**config.mk**
```make
export PLATFORM = sky130hd
export DESIGN_NAME = i2c_gc_target
export DESIGN_NICKNAME = d
export VERILOG_FILES = /design/src/rtl/i2c_tgt_pkg.sv /design/src/rtl/i2c_tgt_filter.sv /design/src/rtl/i2c_tgt_cond.sv /design/src/rtl/i2c_tgt_fsm.sv /design/src/rtl/i2c_gc_target.sv
export SDC_FILE = /design/constraint.sdc
export NUM_CORES = 1
export LEC_CHECK = 0
export BUFFER_PORTS_ARGS = -buffer_cell sky130_fd_sc_hd__clkbuf_2
export CORE_MARGIN = 5
export CORE_UTILIZATION = 33
export CTS_CLUSTER_DIAMETER = 100
export DETAILED_ROUTE_END_ITERATION = 10
export HOLD_SLACK_MARGIN = 0.08
export SYNTH_ARGS = -nofsm -noshare
export SYNTH_HDL_FRONTEND = slang
export SYNTH_HIERARCHICAL = 1
export SYNTH_SLANG_ARGS = --single-unit
```
**constraint.sdc**
```tcl
create_clock -name clk_i -period 2.3 [get_ports clk_i]
set_input_delay 0.575 -clock clk_i [delete_from_list [all_inputs] [get_ports clk_i]]
set_output_delay 0.575 -clock clk_i [all_outputs]
set_load 0.05 [all_outputs]
```
**src/rtl/i2c_tgt_pkg.sv**
```systemverilog
package i2c_tgt_pkg;
  localparam int ADDR_W = 7;
  localparam int BYTE_W = 8;
  localparam int CNT_W  = $clog2(BYTE_W + 1);

  typedef enum logic [3:0] {
    ST_IDLE, ST_ADDR, ST_ADDR_ACK, ST_WR, ST_WR_ACK,
    ST_RD_WAIT, ST_RD, ST_RD_ACK, ST_SKIP
  } tgt_state_e;

  // general call: address zero with write direction only
  function automatic logic is_gcall(input logic [BYTE_W-1:0] b);
    return b == '0;
  endfunction
endpackage

```
**src/rtl/i2c_tgt_filter.sv**
```systemverilog
module i2c_tgt_filter #(
  parameter int SYNC_LEN = 2,
  parameter int FILT_LEN = 3
) (
  input  logic clk_i,
  input  logic rst_ni,
  input  logic d_i,
  output logic q_o
);
  logic [SYNC_LEN-1:0] sync_q;
  logic [FILT_LEN-1:0] hist_q;
  logic                q_q;

  always_ff @(posedge clk_i or negedge rst_ni) begin
    if (!rst_ni) begin
      sync_q <= '1;
      hist_q <= '1;
      q_q    <= 1'b1;
    end else begin
      sync_q <= {sync_q[SYNC_LEN-2:0], d_i};
      hist_q <= {hist_q[FILT_LEN-2:0], sync_q[SYNC_LEN-1]};
      if (&hist_q)       q_q <= 1'b1;
      else if (~|hist_q) q_q <= 1'b0;
    end
  end

  assign q_o = q_q;

  assert_filter_agree_R10: assert property (@(posedge clk_i) disable iff (!rst_ni)
    (q_q != $past(q_q)) |-> ($past(hist_q[0]) == q_q));
endmodule

```
**src/rtl/i2c_tgt_cond.sv**
```systemverilog
module i2c_tgt_cond (
  input  logic clk_i,
  input  logic rst_ni,
  input  logic scl_i,
  input  logic sda_i,
  output logic scl_rise_o,
  output logic scl_fall_o,
  output logic start_o,
  output logic stop_o
);
  logic scl_q, sda_q;

  always_ff @(posedge clk_i or negedge rst_ni) begin
    if (!rst_ni) begin
      scl_q <= 1'b1;
      sda_q <= 1'b1;
    end else begin
      scl_q <= scl_i;
      sda_q <= sda_i;
    end
  end

  assign scl_rise_o = scl_i & ~scl_q;
  assign scl_fall_o = ~scl_i & scl_q;
  assign start_o    = scl_i & scl_q & sda_q & ~sda_i;
  assign stop_o     = scl_i & scl_q & ~sda_q & sda_i;
endmodule

```
**src/rtl/i2c_tgt_fsm.sv**
```systemverilog
module i2c_tgt_fsm
  import i2c_tgt_pkg::*;
#(
  parameter logic [ADDR_W-1:0] OWN_ADDR = 7'h42
) (
  input  logic              clk_i,
  input  logic              rst_ni,
  input  logic              scl_f_i,
  input  logic              sda_f_i,
  input  logic              scl_rise_i,
  input  logic              scl_fall_i,
  input  logic              start_i,
  input  logic              stop_i,
  output logic              scl_oe_o,
  output logic              sda_oe_o,
  output logic [BYTE_W-1:0] wr_data_o,
  output logic              wr_valid_o,
  output logic              wr_gc_o,
  output logic              rd_req_o,
  input  logic [BYTE_W-1:0] rd_data_i,
  input  logic              rd_valid_i
);
  localparam logic [CNT_W-1:0] LAST_BIT = CNT_W'(BYTE_W - 1);
  localparam logic [CNT_W-1:0] FULL     = CNT_W'(BYTE_W);

  tgt_state_e        st_q;
  logic [BYTE_W-1:0] sh_q, wr_data_q;
  logic [CNT_W-1:0]  cnt_q;
  logic              sda_oe_q, scl_oe_q, wr_valid_q, wr_gc_q;
  logic              rw_q, gc_q, mack_q;
  logic              own_hit, gc_hit;

  assign own_hit = sh_q[BYTE_W-1:1] == OWN_ADDR;
  assign gc_hit  = is_gcall(sh_q);

  always_ff @(posedge clk_i or negedge rst_ni) begin
    if (!rst_ni) begin
      st_q       <= ST_IDLE;
      sh_q       <= '0;
      wr_data_q  <= '0;
      cnt_q      <= '0;
      sda_oe_q   <= 1'b0;
      scl_oe_q   <= 1'b0;
      wr_valid_q <= 1'b0;
      wr_gc_q    <= 1'b0;
      rw_q       <= 1'b0;
      gc_q       <= 1'b0;
      mack_q     <= 1'b0;
    end else begin
      wr_valid_q <= 1'b0;
      if (start_i) begin
        st_q     <= ST_ADDR;
        cnt_q    <= '0;
        sda_oe_q <= 1'b0;
        scl_oe_q <= 1'b0;
      end else if (stop_i) begin
        st_q     <= ST_IDLE;
        cnt_q    <= '0;
        sda_oe_q <= 1'b0;
        scl_oe_q <= 1'b0;
      end else begin
        unique case (st_q)
          ST_ADDR, ST_WR: begin
            if (scl_rise_i) begin
              sh_q  <= {sh_q[BYTE_W-2:0], sda_f_i};
              cnt_q <= cnt_q + 1'b1;
            end else if (scl_fall_i && cnt_q == FULL) begin
              cnt_q <= '0;
              if (st_q == ST_ADDR) begin
                if (own_hit || gc_hit) begin
                  st_q     <= ST_ADDR_ACK;
                  sda_oe_q <= 1'b1;
                  rw_q     <= sh_q[0];
                  gc_q     <= gc_hit;
                end else begin
                  st_q <= ST_SKIP;
                end
              end else begin
                wr_data_q  <= sh_q;
                wr_valid_q <= 1'b1;
                wr_gc_q    <= gc_q;
                sda_oe_q   <= 1'b1;
                st_q       <= ST_WR_ACK;
              end
            end
          end
          ST_ADDR_ACK: if (scl_fall_i) begin
            sda_oe_q <= 1'b0;
            if (rw_q) begin
              st_q     <= ST_RD_WAIT;
              scl_oe_q <= 1'b1;
            end else begin
              st_q <= ST_WR;
            end
          end
          ST_WR_ACK: if (scl_fall_i) begin
            sda_oe_q <= 1'b0;
            st_q     <= ST_WR;
          end
          ST_RD_WAIT: if (rd_valid_i) begin
            sh_q     <= rd_data_i;
            sda_oe_q <= ~rd_data_i[BYTE_W-1];
            scl_oe_q <= 1'b0;
            cnt_q    <= '0;
            st_q     <= ST_RD;
          end
          ST_RD: if (scl_fall_i) begin
            if (cnt_q == LAST_BIT) begin
              sda_oe_q <= 1'b0;
              st_q     <= ST_RD_ACK;
            end else begin
              sh_q     <= {sh_q[BYTE_W-2:0], 1'b0};
              sda_oe_q <= ~sh_q[BYTE_W-2];
              cnt_q    <= cnt_q + 1'b1;
            end
          end
          ST_RD_ACK: begin
            if (scl_rise_i) mack_q <= ~sda_f_i;
            else if (scl_fall_i) begin
              if (mack_q) begin
                st_q     <= ST_RD_WAIT;
                scl_oe_q <= 1'b1;
              end else begin
                st_q <= ST_SKIP;
              end
            end
          end
          default: ;
        endcase
      end
    end
  end

  assign scl_oe_o   = scl_oe_q;
  assign sda_oe_o   = sda_oe_q;
  assign wr_data_o  = wr_data_q;
  assign wr_valid_o = wr_valid_q;
  assign wr_gc_o    = wr_gc_q;
  assign rd_req_o   = st_q == ST_RD_WAIT;

  assert_restart_release_R1: assert property (@(posedge clk_i) disable iff (!rst_ni)
    start_i |=> (!sda_oe_q && !scl_oe_q && st_q == ST_ADDR));
  assert_addr_hit_R2: assert property (@(posedge clk_i) disable iff (!rst_ni)
    (st_q == ST_ADDR_ACK && $past(st_q) == ST_ADDR) |->
      (sh_q[BYTE_W-1:1] == OWN_ADDR || sh_q == '0));
  assert_skip_quiet_R4: assert property (@(posedge clk_i) disable iff (!rst_ni)
    (st_q == ST_SKIP) |-> (!sda_oe_q && !scl_oe_q));
  assert_wr_pulse_R5: assert property (@(posedge clk_i) disable iff (!rst_ni)
    wr_valid_q |=> !wr_valid_q);
  assert_stretch_R6: assert property (@(posedge clk_i) disable iff (!rst_ni)
    rd_req_o |-> scl_oe_q);
  assert_stop_idle_R9: assert property (@(posedge clk_i) disable iff (!rst_ni)
    stop_i |=> (st_q == ST_IDLE && !sda_oe_q && !scl_oe_q));
  assert_sda_scl_low_R11: assert property (@(posedge clk_i) disable iff (!rst_ni)
    (sda_oe_q != $past(sda_oe_q)) |-> (!$past(scl_f_i) || $past(start_i || stop_i)));
endmodule

```
**src/rtl/i2c_gc_target.sv**
```systemverilog
module i2c_gc_target
  import i2c_tgt_pkg::*;
#(
  parameter logic [ADDR_W-1:0] OWN_ADDR = 7'h42,
  parameter int                SYNC_LEN = 2,
  parameter int                FILT_LEN = 3
) (
  input  logic              clk_i,
  input  logic              rst_ni,
  input  logic              scl_i,
  input  logic              sda_i,
  output logic              scl_oe_o,
  output logic              sda_oe_o,
  output logic [BYTE_W-1:0] wr_data_o,
  output logic              wr_valid_o,
  output logic              wr_gc_o,
  output logic              rd_req_o,
  input  logic [BYTE_W-1:0] rd_data_i,
  input  logic              rd_valid_i
);
  localparam int N_LINES = 2;

  logic [N_LINES-1:0] line_raw, line_f;
  logic scl_rise, scl_fall, start_det, stop_det;

  assign line_raw = {sda_i, scl_i};

  for (genvar g = 0; g < N_LINES; g++) begin : g_line
    i2c_tgt_filter #(.SYNC_LEN(SYNC_LEN), .FILT_LEN(FILT_LEN)) u_flt (
      .clk_i (clk_i),
      .rst_ni(rst_ni),
      .d_i   (line_raw[g]),
      .q_o   (line_f[g])
    );
  end

  i2c_tgt_cond u_cond (
    .clk_i     (clk_i),
    .rst_ni    (rst_ni),
    .scl_i     (line_f[0]),
    .sda_i     (line_f[1]),
    .scl_rise_o(scl_rise),
    .scl_fall_o(scl_fall),
    .start_o   (start_det),
    .stop_o    (stop_det)
  );

  i2c_tgt_fsm #(.OWN_ADDR(OWN_ADDR)) u_fsm (
    .clk_i     (clk_i),
    .rst_ni    (rst_ni),
    .scl_f_i   (line_f[0]),
    .sda_f_i   (line_f[1]),
    .scl_rise_i(scl_rise),
    .scl_fall_i(scl_fall),
    .start_i   (start_det),
    .stop_i    (stop_det),
    .scl_oe_o  (scl_oe_o),
    .sda_oe_o  (sda_oe_o),
    .wr_data_o (wr_data_o),
    .wr_valid_o(wr_valid_o),
    .wr_gc_o   (wr_gc_o),
    .rd_req_o  (rd_req_o),
    .rd_data_i (rd_data_i),
    .rd_valid_i(rd_valid_i)
  );
endmodule

```
== After elaboration in Yosys (flattened, before gate mapping) ==
Cells that the tools add are included.
Storage, ports and cells
  register bits: 45
  input bits: 13
  output and inout port bits: 13
  word-level logic and storage cells: 149
Cells by class
  add/subtract/negate cells: 1
  eq/ne operators: 31
  multiplexer cells: 59
  bitwise operators: 17
  reduce and logical (&&, ||, !) cells: 22
Operators by type and width (number)
  2-to-1 mux 4 bit: 21
  2-to-1 mux 8 bit: 4
  != test 4 x 3 -> 1 bit, second input constant: 8
  2-to-1 mux 1 bit: 28
  AND reduction 7 bit: 4
  one-hot mux 4 bit (6 select lines): 1
  one-hot mux 8 bit (3 select lines): 1
  == test 4 x 3 -> 1 bit, second input constant: 5
  != test 4 bit, second input constant: 3
  one-hot mux 4 bit (3 select lines): 1
  NOT 1 bit: 10
  AND reduction 10 bit: 1
  nonzero test 5 bit: 2
  == test 4 x 2 -> 1 bit, second input constant: 2
  logical NOT 8 bit: 1
  != test 2 x 1 -> 1 bit, second input constant: 4
  != test 4 x 1 -> 1 bit, second input constant: 2
  nonzero test 8 bit: 1
  AND 1 bit: 7
  == test 7 bit, second input constant: 1
  AND reduction 3 bit: 2
  AND reduction 6 bit: 1
  nonzero test 6 bit: 1
  OR reduction 3 bit: 2
  other kinds (15): 17

== Depth between registers and ports, before layout ==
Gate-level depths: netlist (run 1).
  depth in word-level cells: 9
  mapped depth: 7
  mapped depth without buffers: 7

== Modules after synthesis ==
Netlist (run 1), hierarchy kept.
Modules (own cells, without submodules)
  i2c_tgt_fsm: times used 1, cells each 191, area each 1905.6 µm², seq. area each 775.7 µm²
  i2c_tgt_filter: times used 2, cells each 10, area each 176.4 µm², seq. area each 157.7 µm²
  i2c_tgt_cond: times used 1, cells each 6, area each 85.1 µm², seq. area each 52.6 µm²

== Worst setup path before layout (run 1) ==
Ideal clock, no wire load.
  path type: register to register
  start: register g_line[1].u_flt.q_q
  end: register u_fsm.sh_q[0]
  arrival time: 1.902 ns
  required time: 2.175 ns
  setup slack: 0.273 ns
  cell stages (with the launch flop): 7
  path through: dfstp_2 -> and4b_1 -> or2_1 -> clkbuf_1 -> nor2_1 -> o2111ai_2 -> mux2_2
On the way
  word-level cells in the longest chain between the ends: 4
  elaborated cells on any way between the ends: 8
Ends and longest elaborated chain
  start, declared: RTL line i2c_tgt_filter.sv:12  | logic q_q;
  start signal, assigned: RTL line i2c_tgt_filter.sv:18  | q_q <= 1'b1;
  start signal, assigned: RTL line i2c_tgt_filter.sv:22  | if (&hist_q) q_q <= 1'b1;
  start signal, assigned: RTL line i2c_tgt_filter.sv:23  | else if (~|hist_q) q_q <= 1'b0;
  NOT 1 bit: RTL line i2c_tgt_cond.sv:25  | assign start_o = scl_i & scl_q & sda_q & ~sda_i;
  AND 1 bit: RTL line i2c_tgt_cond.sv:25
  named net start_det: RTL line i2c_gc_target.sv:24  | logic scl_rise, scl_fall, start_det, stop_det;
  NOT 1 bit (no source line)
  AND reduction 7 bit (no source line)
  end signal, assigned: RTL line i2c_tgt_fsm.sv:65  | sh_q <= {sh_q[BYTE_W-2:0], sda_f_i};
  end signal, assigned: RTL line i2c_tgt_fsm.sv:101  | sh_q <= rd_data_i;
  end signal, assigned: RTL line i2c_tgt_fsm.sv:112  | sh_q <= {sh_q[BYTE_W-2:0], 1'b0};
  end, declared: RTL line i2c_tgt_fsm.sv:27  | logic [BYTE_W-1:0] sh_q, wr_data_q;
The timed path passes the listed nets, and every way through them passes these cells. The select of a mux whose other input is x is not followed.
A chain may end at the register's enable or synchronous reset.

== Final worst setup path (run 1) ==
  start: register u_fsm.st_q[3]
  end: output rd_req_o
On the way
  word-level cells in the longest chain between the ends: 1
Ends and longest elaborated chain
  start, declared: RTL line i2c_tgt_fsm.sv:26  | tgt_state_e st_q;
  start signal, assigned: RTL line i2c_tgt_fsm.sv:38  | st_q <= ST_IDLE;
  start signal, assigned: RTL line i2c_tgt_fsm.sv:52  | st_q <= ST_ADDR;
  start signal, assigned: RTL line i2c_tgt_fsm.sv:57  | st_q <= ST_IDLE;
  == test 4 x 3 -> 1 bit: RTL line i2c_tgt_fsm.sv:139  | assign rd_req_o = st_q == ST_RD_WAIT;
  end, declared: RTL line i2c_gc_target.sv:17  | output logic rd_req_o,
No other way between the ends.

==> results list, run 1 <==
- The flow ran to the end, and the final reports show no timing, DRC or antenna violations.
- Post-layout net count: 268
- Number of nets in the synthesized netlist: 232
- End of the worst register-to-register path: u_fsm/st_q[0]
- In this run the vertical extent of the chip is 94.27 um.
- The floorplan has 30 rows.
- Effective utilization at floorplan: 34.12%
* Antenna violations before repair: 0
* Count of buffers inserted at the top-level ports: 25
- At the end of the flow the core is filled with cells to 40.07%.
* Worst setup path endpoint: rd_req_o
- Worst Path Required: 1.73 ns
- Setup total negative slack on the finished layout was measured at 0 ns.
- R2r setup slk: 0.15 ns
* Crit path max-delay family: flip-flops
- Counting both buffers and inverters, the worst setup path holds a total of 1.
* Fraction of the cycle the final worst path needs: 95.41%
- In this run the cell area measured after placement is 2641 sq um.
* Largest family of logic cells by synthesized area: simple AND/OR/NAND/NOR gates
- Number of synthesized flops with an enable pin: 0
* Clock latency on the worst-skew pair: 0.30 ns
- In this run the deepest clock path goes through 2 buffers.
* Setup Slack @ Placement: 0.04951 ns
- Distinct cell type count of the synthesized netlist: 53
- In the routed design, unresolved DRC markers number 0.
* Top cell type by total area after synthesis: sky130_fd_sc_hd__dfrtp_1
- Crit end category: output pin
- The share of the Yosys chip area taken by registers is 48.80%.
- After technology mapping, the gate count stands at 217.
- Synthesis-to-finish area growth: 17.46%
* Maximum frequency from static timing analysis: 455.7 MHz
* Critical Path Stages: 3
- Proportion of synthesized area in mux cells: 12.92%
- Number of hold-repair buffers added at the cts stage: 0
* Start point of the critical path: u_fsm/st_q[3]
- TritonCTS built the clock tree.
- The final hold violation count is 0.
* Tightest Hold Check Type: in -> async
- At the pin with the least slew margin, the transition time is 0.5456 ns.
* Clock Skews: 0.009253 ns
- Total number of vias: 1,789
- ANT cells: 0
- Of the cells placed in the final design, the portion with a size suffix greater than 1 is 38.58%.
- Leftover overflow at the end of global routing: 0
- Headroom to the max-slew limit came out at 63.63%.
- Detail Placement HPWL: 3800 um
- Cells along the critical path: nand2b_1 -> nor2_2 -> buf_2
- The first global-routing pass estimated 9066 um of wire.
- Arrival time of the worst setup path: 1.62 ns
- Average cell area after synthesis: 10.80 sq um
- Cell area after technology mapping: 2343 sq um
* Remaining number of nets flagged by the antenna check after routing: 0
- Of the post-synthesis cell area, the dominant cell type holds 33.10%.
* Fin. max-slew vios: 0
* Area of all placed cells without fillers: 2753 sq um
- WL final: 5091 um
- Sink count of the clock tree: 45
* Final critical-path required period: 2.195 ns
* Maximum number of pins on one net before global-route repair: 46
- For this block, the initial DRC count from the detailed router was 85.
- Synth Area in Compound Gates: 14.74%
- The analysis attributes to cell leakage a power of 1.217 nW.
- Sorting the synthesized cells by area gives the leading types as sky130_fd_sc_hd__dfrtp_1 (33%), sky130_fd_sc_hd__dfstp_2 (16%), sky130_fd_sc_hd__mux2_2 (12%), sky130_fd_sc_hd__nand2_1 (2.9%), sky130_fd_sc_hd__o21ai_0 (2.3%).
- FF+latch count, synth: 45
* Clock buffer count from CTS: 5
- Pin placement for this block handled 26 I/O pins.
- Number of global-route vias before repair: 1,821
- Main flop type after synthesis: sky130_fd_sc_hd__dfrtp_1
- The Yosys step of the flow raised 6 warnings.
- Clock-pin slew of the registers on the worst-case setup and hold paths: 0.09 ns
- Of the total synthesized cell area, the portion taken by full adders, half adders and majority gates is 1.068%.
* Worst vdd rail ir drop: 0.0004579 V
- Setup repair after global routing left no endpoint under its margin.
- Combined global-route utilization of all metal layers: 12.87%
* Depth of the worst register-to-register path: 6
* Worst setup path category: reg -> out
- Among all stages on the critical path, the largest delay is contributed by sky130_fd_sc_hd__dfrtp_1.
- Minimum setup slack in the final design: 0.1055 ns
* Detailed-routing iteration count for the pre-antenna-repair pass: 4
* Root buffer selected by CTS: sky130_fd_sc_hd__clkbuf_8
* H-Tree Level Count: 2
* Parity-gate share of the synthesized area counting xor and xnor cells: 0%
- In the synthesized netlist the async set-or-reset flop fraction comes to 100.0%.
- Final number of setup-violating endpoints: 0
- In this run the power density over the cells is 930.1 nW/um^2.
* Drt via density: 5.111
- The die covers 8887 sq um.
* Routed wire length per instance: 14.55 um
- In this run the critical register-to-register path is launched from g_line[0].u_flt/q_o.
- Max-cap violations in this run came to 0.
* Crit-path max cell delay: 0.52 ns
- The synthesized netlist devotes 18.95% of its cell area to simple gates.
- Die W: 94.27 um
* Max FO, Critical Path: 9
- Worst setup SP type: register
- Counting the fill cells in the layout gives 677.
- Gp weighted congestion: 0.9128
- Placeable core area: 6869 sq um
area by class of cell:
type / instances / area, sq um / share of cell area, %
flip-flops and latches: 45 / 1144 / 41.55
multi-input cells: 152 / 1136 / 41.27
repair buffers: 37 / 215.2 / 7.818
well taps: 96 / 120.1 / 4.364
clock buffers: 5 / 68.82 / 2.500
inverters: 12 / 45.04 / 1.636
clock inverters: 3 / 23.77 / 0.8636
placed cells by master (no fill, tap or decap), types with 5 or more instances in the layout:
| master | n |
|---|---|
| sky130_fd_sc_hd__clkbuf_2 | 24 |
| sky130_fd_sc_hd__buf_4 | 12 |
| sky130_fd_sc_hd__dfstp_2 | 14 |
| sky130_fd_sc_hd__inv_1 | 12 |
| sky130_fd_sc_hd__nor2b_1 | 8 |
| sky130_fd_sc_hd__a21oi_1 | 8 |
| sky130_fd_sc_hd__clkbuf_8 | 5 |
| sky130_fd_sc_hd__mux2_2 | 24 |
| sky130_fd_sc_hd__o21ai_1 | 5 |
| sky130_fd_sc_hd__nor2_1 | 9 |
| sky130_fd_sc_hd__o21ai_0 | 11 |
| sky130_fd_sc_hd__nand2b_1 | 6 |
| sky130_fd_sc_hd__dfrtp_1 | 31 |
| sky130_fd_sc_hd__nand2_1 | 17 |
kinds of logic after synthesis:
family	Yosys count
flops	45
compound gates	49
fa+ha+maj	2
simple gates	74
buf+inv	20
mux	27
synthesized netlist by cell type, drive strengths merged, types with 2 or more instances:
library cell,instances
nand3,4
buf,6
a211oi,2
o22ai,4
nand2,18
nand2b,6
a21oi,8
or2,2
o211ai,3
nor3b,3
nand4,4
mux2,26
nand3b,4
nand4b,2
nor2,12
inv,12
dfrtp,31
nor3,3
a2bb2oi,2
clkbuf,2
dfstp,14
o21ai,16
o2111ai,2
ha,2
a31oi,4
and4b,2
nor2b,8
worst min path at each step:
stage,from,to,slack [ns],depth (start not counted)
floorplan,rst_ni,u_fsm/cnt_q[0],0.28,0
global route,scl_i,g_line[0].u_flt/sync_q[0],0.33,1
detailed placement,g_line[0].u_flt/sync_q[1],g_line[0].u_flt/hist_q[0],0.35,0
CTS,scl_i,g_line[0].u_flt/sync_q[0],0.33,1
global placement,g_line[1].u_flt/sync_q[1],g_line[1].u_flt/hist_q[0],0.35,0
finish,rst_ni,u_fsm/sh_q[5],0.33,2
report_power, final:
group          leakage, nW  switching (mW)  internal, mW
combinational        0.601           0.512         0.434
sequential           0.567           0.175         0.932
clock               0.0491           0.286         0.220
total                 1.22           0.973          1.59
what timing repair did:
| item | CTS | global route |
|---|---|---|
| endpoints found under the setup margin | 0 | 10 |
| endpoints found under the hold margin | 0 | 0 |
| gates resized for setup | 0 | 4 |
| setup buffers | 0 | 0 |
worst reg2reg max path, stage by stage (launching register included):
cell and delay, ns:
sky130_fd_sc_hd__dfstp_2 0.59, sky130_fd_sc_hd__and4b_1 0.33, sky130_fd_sc_hd__nor2_4 0.09, sky130_fd_sc_hd__o2111a_1 0.20, sky130_fd_sc_hd__nor3b_2 0.38, sky130_fd_sc_hd__nand2_1 0.09, sky130_fd_sc_hd__a221oi_1 0.36
stage by stage:
stage / instances / hold WS (ns) / power (mW)
2_1_floorplan: 217 / 0.2794 / 1.780
4_1_cts: 350 / 0.3297 / 2.575
3_3_place_gp: 342 / 0.3462 / 2.044
5_1_grt: 350 / 0.3265 / 2.752
3_5_place_dp: 342 / 0.3472 / 2.056
6_report: 350 / 0.3341 / 2.560
state kept, by name (all words and copies together) (netlist names), 2 cells and up:
name and flops:
u_fsm/cnt_q 4, g_line.u_flt/q_o 2, u_fsm/wr_data_o 8, u_fsm/sh_q 8, g_line.u_flt/hist_q 6, g_line.u_flt/sync_q 4, u_fsm/st_q 4
per-layer routing:
layer | track usage (%) | vias to the layer above | part of all wire [%]
met5 | 0 | - | 0
met4 | 4.693 | 0 | 1.6
met3 | 3.205 | 8 | 4.8
met2 | 19.27 | 47 | 46
met1 | 17.90 | 877 | 47
li1 | - | 857 | -
Power figures use the tool's default switching activity.
==> run 2: changes to the inputs <==
--- a/config.mk
+++ b/config.mk
@@ -13,5 +13,4 @@
 export HOLD_SLACK_MARGIN = 0.08
 export SYNTH_ARGS = -nofsm -noshare
 export SYNTH_HDL_FRONTEND = slang
-export SYNTH_HIERARCHICAL = 1
 export SYNTH_SLANG_ARGS = --single-unit
==> run 2 against run 1 <==
Sequential power up 5%. Clock skew down 0.0028 ns. Largest power group is now combinational logic. Core utilization down 0.80 points. Setup slack worse by 0.016 ns. Via count fell by 3.4%. Count of clock-buffer cells in the layout increased by 2. Final cell count down 5.4%. Global-route usage decreased by 0.93 points. Power grew 18%. First-iteration DRC count grew 27%.
==> results list, run 2 <==
- The run finished with clean final reports.
- The count of buffers added by post-CTS timing repair for setup is 0 (unchanged).
- The global route total overflow is 0 (unchanged).
- Clock-pin slew of the registers on the worst-case setup and hold paths: 0.08 ns (about the same)
* Sequential share of the synthesized area: 50.95% (+2.1 points)
* Detail Placement HPWL: 3416 um (-10%)
* Setup Slack @ Placement: 0.07464 ns (+0.02513 ns)
- The final number of setup-violating endpoints came to 0 (unchanged).
* Number of buffers on the longest clock path: 2 (unchanged)
* Unrepaired setup endpoints after global routing: yes
* Number of filler cells placed in the layout: 667 (-1.5%)
- The gate count of the mapped netlist came to 216 (-0.46%).
* Maximum number of pins on one net before global-route repair: 46 (unchanged)
* Placeable core area: 6719 sq um (-2.2%)
- Among all flip-flop cells after synthesis, the most frequent one is sky130_fd_sc_hd__dfrtp_1.
- Commonest non-fill, non-tap cells in the layout: sky130_fd_sc_hd__dfrtp_1 (30), sky130_fd_sc_hd__clkbuf_2 (25), sky130_fd_sc_hd__nand2_1 (24)
- Area fraction of the dominant cell type after synthesis: 34.56% (+1.5 points)
- The count of nets after finishing came to 265 (-1.1%).
- The number of levels in the clock H-tree is 2 (unchanged).
- Sink count of the clock tree: 45 (unchanged)
* Antenna violations before repair: 0 (unchanged)
- Post-CTS Resized: 0 (unchanged)
- The number of distinct library cell variants in the gate-level netlist after synthesis is 55 (+3.8%).
- Routed wire length per instance: 14.44 um (-0.72%)
* Leakage power: 1.187 nW (-2.5%)
* Overall die area: 8552 sq um (-3.8%)
- The post-layout minimum cycle time came to 2.211 ns (+0.01606 ns).
- Root buffer selected by CTS: sky130_fd_sc_hd__clkbuf_8
- The library cell used most frequently in the layout, excluding fill and tap cells, is sky130_fd_sc_hd__dfrtp_1.
- Total number of vias: 1,728 (-3.4%)
* Power Density: 1148 nW/um^2 (+23%)
- Clock latency on the worst-skew pair: 0.30 ns (about the same)
- Utilization after layout: 39.27% (-0.80 points)
- The netlist area before placement is 2245 sq um (-4.2%).
- Gp weighted congestion: 0.8958 (-1.9%)
* Number of rows created at floorplan: 30 (unchanged)
* Drt via density: 5.221 (+2.1%)
- Worst rel slew slack: 63.76% (+0.14 points)
- The ratio of cells with drive above 1 in the final layout is 34.26% (-4.3 points).
- Maximum frequency from static timing analysis: 452.4 MHz (-0.73%)
* Crit end category: register
- TritonCTS built the clock tree.
- The post-route worst hold slack came to 0.2417 ns (-0.09247 ns).
- The floorplan die width came to 92.48 um (-1.9%).
- Commonest cells in the synthesized netlist: sky130_fd_sc_hd__dfrtp_1 (31), sky130_fd_sc_hd__nand2_1 (24), sky130_fd_sc_hd__nor2_1 (19)
* YS warnings: 0 (-6)
- The number of antenna repair diodes came to 0 (unchanged).
- The critical path is of the reg -> reg type.
- Drt initial violations: 108 (+27%)
- Fin. max-slew vios: 0 (unchanged)
- Number of global-route vias before repair: 1,661 (-8.8%)
- The worst clock skew on the final layout is 0.006490 ns (-0.002763 ns).
- The total of max-cap violations is 0 (unchanged).
- Number of synthesized flops with an enable pin: 0 (unchanged)
- The number of buffers inserted during clock tree synthesis was 5 (unchanged).
- Average cell area after synthesis: 10.39 sq um (-3.8%)
* Worst vdd rail ir drop: 0.0003565 V (-22%)
- The biggest area contributor in the post-synthesis netlist is sky130_fd_sc_hd__dfrtp_1.
- The highest net fanout along the worst path is 6 (-3).
- Worst slew pin tran: 0.5299 ns (-0.01574 ns)
* Die extent in y: 92.48 um (-1.9%)
- Number of endpoints with negative hold slack in the final report: 0 (unchanged)
* Share of async-settable or async-resettable flops after synthesis: 100.0% (unchanged)
- The post-detailed-routing wire length was 4780 um (-6.1%).
- The number of register bits inferred by synthesis was 45 (unchanged).
* Tightest Hold Check Type: in -> async
* Detailed-routing iteration count for the pre-antenna-repair pass: 4 (unchanged)
- STA classifies the critical path startpoint as a register.
- The count of hold-fix buffers inserted at cts came to 0 (unchanged).
- Combined global-route utilization of all metal layers: 11.94% (-0.93 points)
* Worst Path Required: 2.54 ns (+0.81 ns)
- The final clock period utilization by the worst path was 96.11% (+0.70 points).
- The first-pass GRT wire length came to 8197 um (-9.6%).
- The top-level port count was 26 (unchanged).
- Effective utilization at floorplan: 33.41% (-0.71 points)
- Arrival time of the worst setup path: 2.45 ns (+0.83 ns)
* Remaining number of nets flagged by the antenna check after routing: 0 (unchanged)
- The final setup slack of the worst path came to 0.08941 ns (-0.01606 ns).
- Number of nets in the synthesized netlist: 231 (-0.43%)
* Total DRC errors in the routed layout: 0 (unchanged)
- Count of buffers inserted at the top-level ports: 25 (unchanged)
- Among all cell types in the netlist, the one instantiated most often is sky130_fd_sc_hd__dfrtp_1.
- Synthesis-to-finish area growth: 17.56% (about the same)
* Synth top area cells: sky130_fd_sc_hd__dfrtp_1 (35%), sky130_fd_sc_hd__dfstp_2 (16%), sky130_fd_sc_hd__mux2_2 (5.5%), sky130_fd_sc_hd__nand2_1 (4.0%), sky130_fd_sc_hd__nor2_1 (3.2%)
## run 2: routing by layer
metal  global-route usage, %  vias to the layer above  wire, um
met1                   16.23                      848      2218
met4                   4.084                        0        80
met2                   18.61                       33      2301
met5                       0                        -         0
li1                        -                      842         -
met3                   2.843                        5       180
## run 2: kinds of logic (layout without fill, tap and decap cells)
logic type	after synthesis	after routing	share of synthesized area, %
AOI/OAI and AO/OA	55	55	17.22
xor gates and xnor gates	2	2	0.7805
adders and majority gates	2	2	1.115
muxes	12	12	5.964
DFF	45	45	50.95
buffers and inverters	21	56	4.961
and+or+nand+nor	79	79	19.01
## run 2: final cells by class
cell class	count	area [sq um]	share of cell area, %
Multi-Input combinational cell	150	1012	38.36
Inverter	12	45.04	1.707
Clock inverter	1	30.03	1.138
Sequential cell	45	1145	43.39
Tap cell	80	100.1	3.793
Clock buffer	7	86.33	3.272
Timing Repair Buffer	36	220.2	8.345
## run 2: power breakdown
group          total (mW)  leakage [nW]  switching [mW]  internal (mW)
sequential           1.17         0.536           0.205          0.968
clock               0.618        0.0585           0.263          0.354
combinational        1.24         0.592           0.730          0.511
## run 2: final timing paths
| check | end | slack (ns) | start | depth (start not counted) |
|---|---|---|---|---|
| min in group clk_i | g_line[0].u_flt.sync_q[0] | 0.35 | scl_i | 1 |
| worst max register to register | u_fsm.st_q[0] | 0.09 | u_cond.scl_q | 6 |
| max in group asynchronous | g_line[1].u_flt.sync_q[1] | 1.77 | rst_ni | 2 |
| worst max-delay path | u_fsm.st_q[0] | 0.09 | u_cond.scl_q | 6 |
| worst min-delay path | u_fsm.wr_data_o[2] | 0.24 | rst_ni | 2 |
| worst min register to register | g_line[1].u_flt.hist_q[0] | 0.36 | g_line[1].u_flt.sync_q[1] | 0 |
## run 2: stage by stage
stage          std cells  TNS (ns)  total power [mW]  instance area (sq um)
6_report             331         0             3.031                   2639
5_1_grt              331  -0.02688             3.276                   2639
4_1_cts              331         0             3.014                   2615
3_5_place_dp         323         0             2.389                   2499
3_3_place_gp         323         0             2.368                   2499
2_1_floorplan        216         0             2.088                   2245
## run 2: worst max-delay path, cell delays in order, from the launching register on
cell and delay [ns]:
sky130_fd_sc_hd__dfstp_2 0.57, sky130_fd_sc_hd__and2b_2 0.25, sky130_fd_sc_hd__o22ai_2 0.14, sky130_fd_sc_hd__a211o_1 0.36
sky130_fd_sc_hd__or4_1 0.54, sky130_fd_sc_hd__a2bb2oi_1 0.17, sky130_fd_sc_hd__a41o_2 0.11
